$ cat src/rtl/boot_rom_pkg.sv
package boot_rom_pkg;

    localparam logic [7:0] OP_LDA_IMM = 8'hA9;
    localparam logic [7:0] OP_STA_ZP  = 8'h85;
    localparam logic [7:0] OP_JMP_ABS = 8'h4C;

    typedef struct packed {
        logic startup;
    } decode_state_t;

endpackage

$ cat src/rtl/boot_decode.sv
module boot_decode
    import boot_rom_pkg::*;
#(
    parameter logic [15:0] EXIT_ADDR = 16'h5000
) (
    input  logic        clk,
    input  logic        rst_n,
    input  logic        bus_valid_i,
    input  logic        cpu_rw_i,
    input  logic [15:0] cpu_addr_i,
    output logic        ce_n_o,
    output logic        startup_o
);

    decode_state_t st_d, st_q;
    logic          exit_wr;

    always_comb begin
        st_d    = st_q;
        exit_wr = bus_valid_i && !cpu_rw_i && (cpu_addr_i == EXIT_ADDR);
        if (exit_wr) begin
            st_d.startup = 1'b0;
        end
        ce_n_o    = !(st_q.startup && bus_valid_i && cpu_rw_i && cpu_addr_i[15]);
        startup_o = st_q.startup;
    end

    always_ff @(posedge clk or negedge rst_n) begin
        if (!rst_n) begin
            st_q.startup <= 1'b1;
        end else begin
            st_q <= st_d;
        end
    end

    // once left, startup mode is never re-entered without reset
    a_r8_startup_stays_off: assert property (@(posedge clk) disable iff (!rst_n)
        !st_q.startup |=> !st_q.startup);

endmodule

$ cat src/rtl/boot_sequencer.sv
module boot_sequencer #(
    parameter int STREAM_LEN = 21,
    parameter int PTR_W      = 5
) (
    input  logic             clk,
    input  logic             rst_n,
    input  logic             enable_i,
    output logic [PTR_W-1:0] ptr_o,
    output logic             oe_o,
    output logic             done_o
);

    localparam logic [PTR_W-1:0] LAST_IDX = PTR_W'(STREAM_LEN - 1);

    typedef struct packed {
        logic [PTR_W-1:0] ptr;
        logic             ce_seen;
        logic             done;
    } seq_state_t;

    seq_state_t st_d, st_q;
    logic       advance;

    always_comb begin
        st_d         = st_q;
        st_d.ce_seen = enable_i;
        advance      = st_q.ce_seen && !enable_i && !st_q.done;
        if (advance) begin
            if (st_q.ptr == LAST_IDX) begin
                st_d.done = 1'b1;
            end else begin
                st_d.ptr = st_q.ptr + 1'b1;
            end
        end
        ptr_o  = st_q.ptr;
        oe_o   = enable_i && !st_q.done;
        done_o = st_q.done;
    end

    always_ff @(posedge clk or negedge rst_n) begin
        if (!rst_n) begin
            st_q.ptr     <= '0;
            st_q.ce_seen <= 1'b0;
            st_q.done    <= 1'b0;
        end else begin
            st_q <= st_d;
        end
    end

    // the pointer only ever moves forward by one
    a_r3_single_step: assert property (@(posedge clk) disable iff (!rst_n)
        (st_q.ptr != $past(st_q.ptr)) |-> (st_q.ptr == $past(st_q.ptr) + 1'b1));

    // completion is sticky until reset
    a_r6_done_sticky: assert property (@(posedge clk) disable iff (!rst_n)
        st_q.done |=> st_q.done);

    // a held strobe keeps the same byte index
    a_r11_hold_stable: assert property (@(posedge clk) disable iff (!rst_n)
        (enable_i && st_q.ce_seen) |-> $stable(st_q.ptr));

endmodule

$ cat src/rtl/boot_image.sv
module boot_image
    import boot_rom_pkg::*;
#(
    parameter int                         LOADER_BYTES = 4,
    parameter logic [LOADER_BYTES*8-1:0]  LOADER_IMAGE = 32'h6A5C3E12,
    parameter logic [15:0]                RESET_VEC    = 16'h8000,
    parameter int                         PTR_W        = 5
) (
    input  logic [PTR_W-1:0] idx_i,
    output logic [7:0]       byte_o
);

    localparam int BODY_END   = 2 + 4 * LOADER_BYTES;
    localparam int STREAM_LEN = BODY_END + 3;
    localparam int DEPTH      = 1 << PTR_W;

    function automatic logic [7:0] stream_byte(input int i);
        int slot;
        int phase;
        if (i == 0) begin
            return RESET_VEC[7:0];
        end else if (i == 1) begin
            return RESET_VEC[15:8];
        end else if (i < BODY_END) begin
            slot  = (i - 2) / 4;
            phase = (i - 2) % 4;
            case (phase)
                0:       return OP_LDA_IMM;
                1:       return LOADER_IMAGE[slot*8 +: 8];
                2:       return OP_STA_ZP;
                default: return 8'(slot);
            endcase
        end else if (i == BODY_END) begin
            return OP_JMP_ABS;
        end
        return 8'h00;
    endfunction

    logic [7:0] table_w [DEPTH];

    for (genvar g = 0; g < DEPTH; g++) begin : g_rom
        if (g < STREAM_LEN) begin : g_used
            assign table_w[g] = stream_byte(g);
        end else begin : g_pad
            assign table_w[g] = 8'h00;
        end
    end

    assign byte_o = table_w[idx_i];

endmodule

$ cat src/rtl/boot_rom_emu.sv
module boot_rom_emu #(
    parameter int                         LOADER_BYTES = 4,
    parameter logic [LOADER_BYTES*8-1:0]  LOADER_IMAGE = 32'h6A5C3E12,
    parameter logic [15:0]                RESET_VEC    = 16'h8000,
    parameter logic [15:0]                EXIT_ADDR    = 16'h5000
) (
    input  logic        clk,
    input  logic        rst_n,
    input  logic        bus_valid,
    input  logic        cpu_rw,
    input  logic [15:0] cpu_addr,
    output logic        rom_ce_n,
    output logic [7:0]  data_out,
    output logic        data_oe,
    output logic        startup_mode,
    output logic        boot_done
);

    localparam int STREAM_LEN = 2 + 4 * LOADER_BYTES + 3;
    localparam int PTR_W      = $clog2(STREAM_LEN);

    logic             ce_n_w;
    logic [PTR_W-1:0] ptr_w;

    boot_decode #(.EXIT_ADDR(EXIT_ADDR)) u_decode (
        .clk        (clk),
        .rst_n      (rst_n),
        .bus_valid_i(bus_valid),
        .cpu_rw_i   (cpu_rw),
        .cpu_addr_i (cpu_addr),
        .ce_n_o     (ce_n_w),
        .startup_o  (startup_mode)
    );

    boot_sequencer #(.STREAM_LEN(STREAM_LEN), .PTR_W(PTR_W)) u_seq (
        .clk     (clk),
        .rst_n   (rst_n),
        .enable_i(!ce_n_w),
        .ptr_o   (ptr_w),
        .oe_o    (data_oe),
        .done_o  (boot_done)
    );

    boot_image #(
        .LOADER_BYTES(LOADER_BYTES),
        .LOADER_IMAGE(LOADER_IMAGE),
        .RESET_VEC   (RESET_VEC),
        .PTR_W       (PTR_W)
    ) u_image (
        .idx_i (ptr_w),
        .byte_o(data_out)
    );

    assign rom_ce_n = ce_n_w;

    // the pads are driven only under an active enable
    a_r2_oe_under_ce: assert property (@(posedge clk) disable iff (!rst_n)
        data_oe |-> !rom_ce_n);

    // a CPU write never turns the drivers on
    a_r9_write_no_drive: assert property (@(posedge clk) disable iff (!rst_n)
        !cpu_rw |-> !data_oe);

    // the enable never appears outside the upper range
    a_r7_upper_only: assert property (@(posedge clk) disable iff (!rst_n)
        !rom_ce_n |-> (cpu_addr[15] && startup_mode));

endmodule

$ cat config.mk
export PLATFORM = sky130hd
export DESIGN_NAME = boot_rom_emu
export DESIGN_NICKNAME = d
export VERILOG_FILES = /design/src/rtl/boot_rom_pkg.sv /design/src/rtl/boot_decode.sv /design/src/rtl/boot_sequencer.sv /design/src/rtl/boot_image.sv /design/src/rtl/boot_rom_emu.sv
export SDC_FILE = /design/constraint.sdc
export NUM_CORES = 1
export LEC_CHECK = 0
export BUFFER_PORTS_ARGS = -buffer_cell sky130_fd_sc_hd__clkbuf_2
export CAP_MARGIN = 15
export CORE_MARGIN = 2
export CORE_UTILIZATION = 40
export DETAILED_ROUTE_END_ITERATION = 8
export GPL_TIMING_DRIVEN = 0
export HOLD_SLACK_MARGIN = 0.15
export PLACE_DENSITY_LB_ADDON = 0.08
export SLEW_MARGIN = 25
export SYNTH_ARGS = -nofsm -noshare
export SYNTH_HDL_FRONTEND = slang
export SYNTH_SLANG_ARGS = --single-unit
$ cat constraint.sdc
create_clock -name clk -period 2.2 [get_ports clk]
set_input_delay 0.44 -clock clk [delete_from_list [all_inputs] [get_ports clk]]
set_output_delay 0.44 -clock clk [all_outputs]
set_load 0.005 [all_outputs]
# After elaboration in Yosys (flattened, before gate mapping)
# Memories as Yosys holds them, arrays and structs flattened.
# Cells that the tools add are included.
# word_totals
ff_bits,8
romBits,256
input_bits,20
output_inout_bits,12
word_cells,26
memories,1
# op_classes
addsub,1
order_cmp,1
n_eq_ne,2
n_mux,2
bitwise_logic,2
n_reduce_logical,13
# memory_table
memory,words,word_bits,read_ports,rd_ports_with_merged_regs,wr,line,text
(name not given),32,8,1,0,0,boot_image.sv:49,assign byte_o = table_w[idx_i];
# op_table
op,n
16-bit by 15-bit == test with 1-bit output (second input constant),1
8-bit 2-to-1 mux,2
1-bit logical AND,8
6-bit greater-or-equal comparator (second input constant),1
5-bit NOT with 6-bit output,1
5-bit by 1-bit adder with 5-bit output (second input constant),1
5-bit == test (second input constant),1
2-bit AND reduction,2
1-bit zero test,3
1-bit NOT,1

# Longest topological paths before layout
# Gate-level depths: netlist of the first run.
# logic_depth
word_depth,7
ltp_mapped,5
depth_no_buf,5

# Modules after synthesis
# A second synthesis of the first run with hierarchy kept.
# unflattened
cells_unflattened,81
hier_area_um2,767.0
# by_module_without_submodules
module,instances,cells_each,area_per_inst_um2,seq_area_each_um2
boot_sequencer,1,31,377.9,175.2
boot_image,1,41,304.0,0.0
boot_decode,1,8,81.3,26.3
boot_rom_emu,1,1,3.8,0.0

# Worst setup path after synthesis of the first run
# OpenSTA, ideal clock, no wires.
# synth_path
kind,register -> output
from,register u_seq.st_q (netlist bit u_seq.ptr_o[0])
to,output data_out[7]
arrival_ps,1393
t_required_ps,1760
path_slack_ps,367
path_stages_with_launch,5
path_cell_list,dfrtp_1 -> inv_1 -> ha_1 -> mux2_2 -> a211o_1
# synth_via
elab_chain_cells,4
# synth_rtl
item,line,text
start: declaration,boot_sequencer.sv:21,"seq_state_t st_d, st_q;"
start signal: assignment,boot_sequencer.sv:46,st_q <= st_d;
5-bit NOT with 6-bit output (not written as such),boot_image.sv:49,
memory read 32 x 8 bit,-,
8-bit 2-to-1 mux (not written as such) (2 in series),boot_image.sv:49,
end: declaration,boot_rom_emu.sv:13,"output logic [7:0] data_out,"
# Every way passes these cells. The select of a mux whose other input is x is not followed.

# Worst setup path in the final report of the first run
# Same ends and word-level chain as after synthesis.

==> qor.txt, run 1 <==
share of cells above drive strength 1 - 0.421
RSZ-0062 raised after global routing - no
vias in the first global route - 644
DR pass1 iterations - 4
CTS buffer count - 3
total negative setup slack - 0 ns
count leader, synth - ha_1
Non-Filler Instances - 146
gr usage total - 0.180
fraction of registers with async set/reset - 1.00
R2R Path End - u_seq.ptr_o[1]
starting density of the core - 0.421
Cells after Synth - 82
# setup viols final - 0
Worst setup EP type - output pin
min-delay src - cpu_addr[4]
largest net degree at the start of global routing - 11
Area contributors post-synth - dfrtp_1 24%, ha_1 14%, mux2_2 4.7%, o31ai_1 4.2%, dfstp_2 3.7%
Cell Pwr Density - 291 nW/um^2
YS warnings - 0
sequential element share of the synthesized area - 0.280
list of most frequent post-synthesis cells - 8 x ha_1, 7 x dfrtp_1, 6 x nor2_1
Avg WL per Cell - 12.7 microns
fin crit share - 0.964
status - finished, final reports clean
critical path peak fanout - 5
Synth area leader - dfrtp_1
Yosys reg bits - 8
initial antenna violation count - 0
flop-to-flop setup slack - 0.65 ns
io pins - 32
top cell type's share of synthesized area - 0.244
P&R area growth vs syn - 37.6%
Rows - 15
CP required - 1.76 ns
Post-Syn Area - 718 sq um
1st-iter DRT viols - 9
Hold Path Stages - 2
Avg Inst Size Synth - 8.76 sq um
H-tree depth - 1
Max-Cap Viols - 0
worst slew pin tran - 0.446 ns
Setup Crit Path Kind - reg -> out
headroom to the max-slew limit - 0.702
die height - 46.4 microns
R2R cell count - 3
Clock Latency Late Sink - 0.25 ns
R2R Path Start - u_decode.startup_o
placed insts - 138
crit path DAT - 1.68 ns
DIE AREA - 2150 sq um
DRC viols - 0
first-pass GRT wire length - 2770 microns
routed vias - 761
Routed Wire Length - 1850 microns
core area - 1710 sq um
IO buf count - 31
startpoint types - flop
antenna cells - 0
clock tree sinks - 8
total congestion overflow - 0
Clock Path Buffers - 2
final slew viol count - 0
Post-Route Skew - 0.00173 ns
Synth cell types - 35
Die X - 46.4 microns
Root Driver - clkbuf_4
Post-synth EDFFs - 0
leakage power - 0.503 nW
CTS tree - yes
minimum clock period - 2.12 ns
Syn Nets - 110
post-route ant nets - 0
Total Nets Final - 150
FMAX - 471 MHz
Synth Flop Type - dfrtp_1
min-delay worst type - in -> reg
Peak supply drop - 0.376 mV
Placer Congestion - 0.806
CTS clk-pin slew, worst paths - 0.05 ns
vias per cell - 5.21
Worst Hold End - u_decode.startup_o
Fin. Hold Viols - 0
==> cell usage in the layout (no fill, tap or decap), drive strengths merged, types with 2 or more instances in the layout <==
cell	instances
a21oi	3
buf	7
nand2	3
nor4	2
inv	5
nor2	6
nand3	4
nand4	2
clkbuf	35
ha	8
and3	2
o21ai	3
nor3	3
o31ai	4
mux2	3
xnor2	3
nand2b	2
dfrtp	7
nor4b	2
==> layer usage <==
| layer | share of wire | wire length [microns] | GRT usage | up-vias |
|---|---|---|---|---|
| met4 | 0 | 0 | 0.0171 | 0 |
| met1 | 0.47 | 866 | 0.252 | 363 |
| met3 | 0.042 | 77 | 0.0471 | 0 |
| li1 | - | - | - | 382 |
| met2 | 0.49 | 906 | 0.289 | 16 |
| met5 | 0 | 0 | 0 | - |
==> power by group <==
part	switching (W)	internal (W)	total, W
sequential	0	0.000147	0.000147
combinational	0.00000828	0.0000145	0.0000228
clock	0.0000485	0.0000693	0.000118
==> critical path: stages, from the launching register on <==
cell,delay (ns)
dfrtp_2,0.44
inv_4,0.11
ha_4,0.22
mux2_2,0.26
a211o_1,0.29
clkbuf_2,0.11
==> registers in the layout, indices dropped and copies added, names as in the netlist <==
signal,flops
u_seq.st_q,1
u_decode.startup_o,1
u_seq.ptr_o,5
u_seq.done_o,1
==> through the flow <==
| step | power (W) | utilization | area (sq um) | hold slack, ns | setup WS (ns) |
|---|---|---|---|---|---|
| floorplan | 0.000152 | - | 718 | 0.144 | 0.367 |
| global placement | 0.000170 | 0.530 | 905 | 0.292 | 0.125 |
| detailed placement | 0.000171 | 0.530 | 905 | 0.294 | 0.126 |
| CTS | 0.000295 | 0.567 | 968 | 0.435 | 0.00217 |
| global route | 0.000302 | 0.579 | 988 | 0.438 | 0.00137 |
| finish | 0.000288 | 0.579 | 988 | 0.440 | 0.0784 |
==> kinds of logic (layout without fill, tap and decap cells) <==
logic type / after synthesis / in the layout / share of synthesized area
compound gates: 18 / 18 / 0.174
fa+ha+maj: 8 / 8 / 0.139
xor+xnor: 3 / 3 / 0.0366
simple gates: 32 / 32 / 0.256
buf+inv: 9 / 48 / 0.0523
flops: 8 / 8 / 0.280
mux: 4 / 4 / 0.0610
==> how the worst max path moves through the flow <==
| stage | from | to | slack (ns) | depth (start not counted) |
|---|---|---|---|---|
| after floorplan | u_seq.ptr_o[0] | data_out[7] | 0.37 | 4 |
| after global placement | u_seq.ptr_o[0] | data_out[7] | 0.13 | 5 |
| after detailed placement | u_seq.ptr_o[1] | data_out[7] | 0.13 | 5 |
| after CTS | u_seq.ptr_o[0] | data_out[7] | 0.002 | 5 |
| after global routing | u_seq.ptr_o[0] | data_out[0] | 0.001 | 6 |
| final | u_seq.ptr_o[0] | data_out[7] | 0.08 | 5 |
==> layout make-up <==
type / instances / area, sq um
Sequential cell: 8 / 204
Inverter: 5 / 21.3
Clock buffer: 4 / 26.3
Timing Repair Buffer: 35 / 188
Multi-Input combinational cell: 65 / 499
Buffer: 4 / 18.8
Tap cell: 25 / 31.3
Fill cell: 162 / 719
==> what timing repair did <==
item | in CTS | in global routing
hold buffers | 1 | 0
setup endpoints to repair | 3 | 2
endpoints found under the hold margin | 7 | 0
buffers inserted | 3 | 0
gates resized for setup | 5 | 3
Power figures use the tool's default switching activity.
==> run 2, diff against run 1 <==
==> constraint.sdc (replaced) <==
create_clock -name clk -period 2.2 [get_ports clk]
set_input_delay 0.11 -clock clk [delete_from_list [all_inputs] [get_ports clk]]
set_output_delay 0.11 -clock clk [all_outputs]
set_load 0.005 [all_outputs]
==> qor.txt, run 2 (synthesized netlist as in run 1, its figures left out) <==
Clock Path Buffers - 2
Setup Crit Path Kind - reg -> out
Resized cells post-CTS - 0
Die X - 46.4 microns
post-route ant nets - 0
Rows - 15
final slew viol count - 0
share of cells above drive strength 1 - 0.342
crit path DAT - 1.91 ns
DRC viols - 0
worst slew pin tran - 0.440 ns
clock tree sinks - 8
P&R area growth vs syn - 33.8%
vias per cell - 5.17
RSZ-0062 raised after global routing - no
placed insts - 138
Avg WL per Cell - 12.1 microns
largest net degree at the start of global routing - 11
Routed Wire Length - 1750 microns
IO buf count - 31
fill count - 166
initial antenna violation count - 0
NetSw - 0.0000568 W
Root Driver - clkbuf_4
CTS clk-pin slew, worst paths - 0.05 ns
Setup Buffers After CTS - 0
CTS tree - yes
antenna cells - 0
Cell Pwr Density - 301 nW/um^2
max incr delay on CP - 0.45 ns
DIE AREA - 2150 sq um
FMAX - 496 MHz
fin crit share - 0.917
io pins - 32
Fin. Hold Viols - 0
internal power - 0.000232 W
Non-Filler Instances - 145
max reg flops - 5
routed vias - 749
core area - 1710 sq um
Post-Route Skew - 0.00220 ns
Total Nets Final - 149
part of the power in the clock network - 0.406
hold_ws - 0.260 ns
critical path's top delay family - flip-flops
status - finished, final reports clean
worst-path cell chain - inv_1, ha_1, mux2_2, a211o_1, clkbuf_2
gr usage total - 0.174
CP max stage cell - dfrtp_1
Clock Latency Late Sink - 0.25 ns
most common cell after layout, fill and taps aside - clkbuf_2
first-pass GRT wire length - 2700 microns
1st-iter DRT viols - 9
total congestion overflow - 0
Worst setup EP type - output pin
startpoint types - flop
Peak supply drop - 0.376 mV
Seq pwr share - 0.510
most frequent cells in the layout - 31 x clkbuf_2, 8 x ha_1, 7 x dfrtp_1
Comb power frac - 0.084
starting density of the core - 0.421
critical path peak fanout - 6
Placer Congestion - 0.806
Max-Cap Viols - 0
H-tree depth - 1
CTS buffer count - 3
vias in the first global route - 625
# setup viols final - 0
headroom to the max-slew limit - 0.707
total negative setup slack - 0 ns
die height - 46.4 microns
critical path buffer and inverter count - 2
leakage power - 0.497 nW
min-delay worst type - in -> async
CP required - 2.09 ns
CTS Hold Bufs - 3
DR pass1 iterations - 4
minimum clock period - 2.02 ns
switch share - 0.197
-- run 2: worst register-to-register path, delay by kind of cell, from the launching register on --
family                   cells  cell delay (ns)
flip-flops                   1             0.45
AND/OR/NAND/NOR              2             0.35
multiplexers                 1             0.35
buffers and inverters        1             0.20
adder cells (fa/ha/maj)      1             0.20
-- run 2: power groups by stage --
stage | Clock (W) | Sequential (W) | Combinational (W)
final | 0.000117 | 0.000147 | 0.0000243
after global routing | 0.000130 | 0.000147 | 0.0000269
after CTS | 0.000125 | 0.000147 | 0.0000244
after detailed placement | 0 | 0.000150 | 0.0000215
after global placement | 0 | 0.000150 | 0.0000206
after floorplan | 0 | 0.000150 | 0.00000202
-- run 2: cell type report --
cell class	count	area, sq um	share of cell area
buffer	4	18.8	0.0195
clock buffer	4	26.3	0.0273
inverter	5	18.8	0.0195
multi-input combinational	65	479	0.499
sequential	8	201	0.210
tap	25	31.3	0.0326
timing repair buffer	34	185	0.193
-- run 2: path summary, 6_finish.rpt --
check	from	endpoint	slack, ns	cells past startpoint
min in group clk	cpu_addr[15]	u_seq.st_q[1]	0.34	3
min reg2reg	u_seq.st_q[1]	u_seq.done_o	0.53	2
max in group asynchronous	rst_n	u_decode.startup_o	1.70	2
max reg2reg	u_seq.ptr_o[0]	u_seq.ptr_o[1]	0.55	5
max	u_seq.ptr_o[0]	data_out[7]	0.18	5
min	rst_n	u_seq.st_q[1]	0.26	2
-- run 2: stage by stage --
stage,worst slack (ns),total power (W),util,cell area [sq um]
2_1_floorplan,0.697,0.000152,-,718
3_3_place_gp,0.455,0.000170,0.530,905
3_5_place_dp,0.456,0.000171,0.530,905
4_1_cts,0.163,0.000297,0.563,961
5_1_grt,0.0653,0.000304,0.563,961
6_report,0.182,0.000289,0.563,961
-- run 2: routing by layer --
layer	vias up	track usage	share of wire
li1	379	-	-
met1	350	0.252	0.47
met2	20	0.267	0.47
met3	0	0.0471	0.052
met4	0	0.0171	0
met5	-	0	0
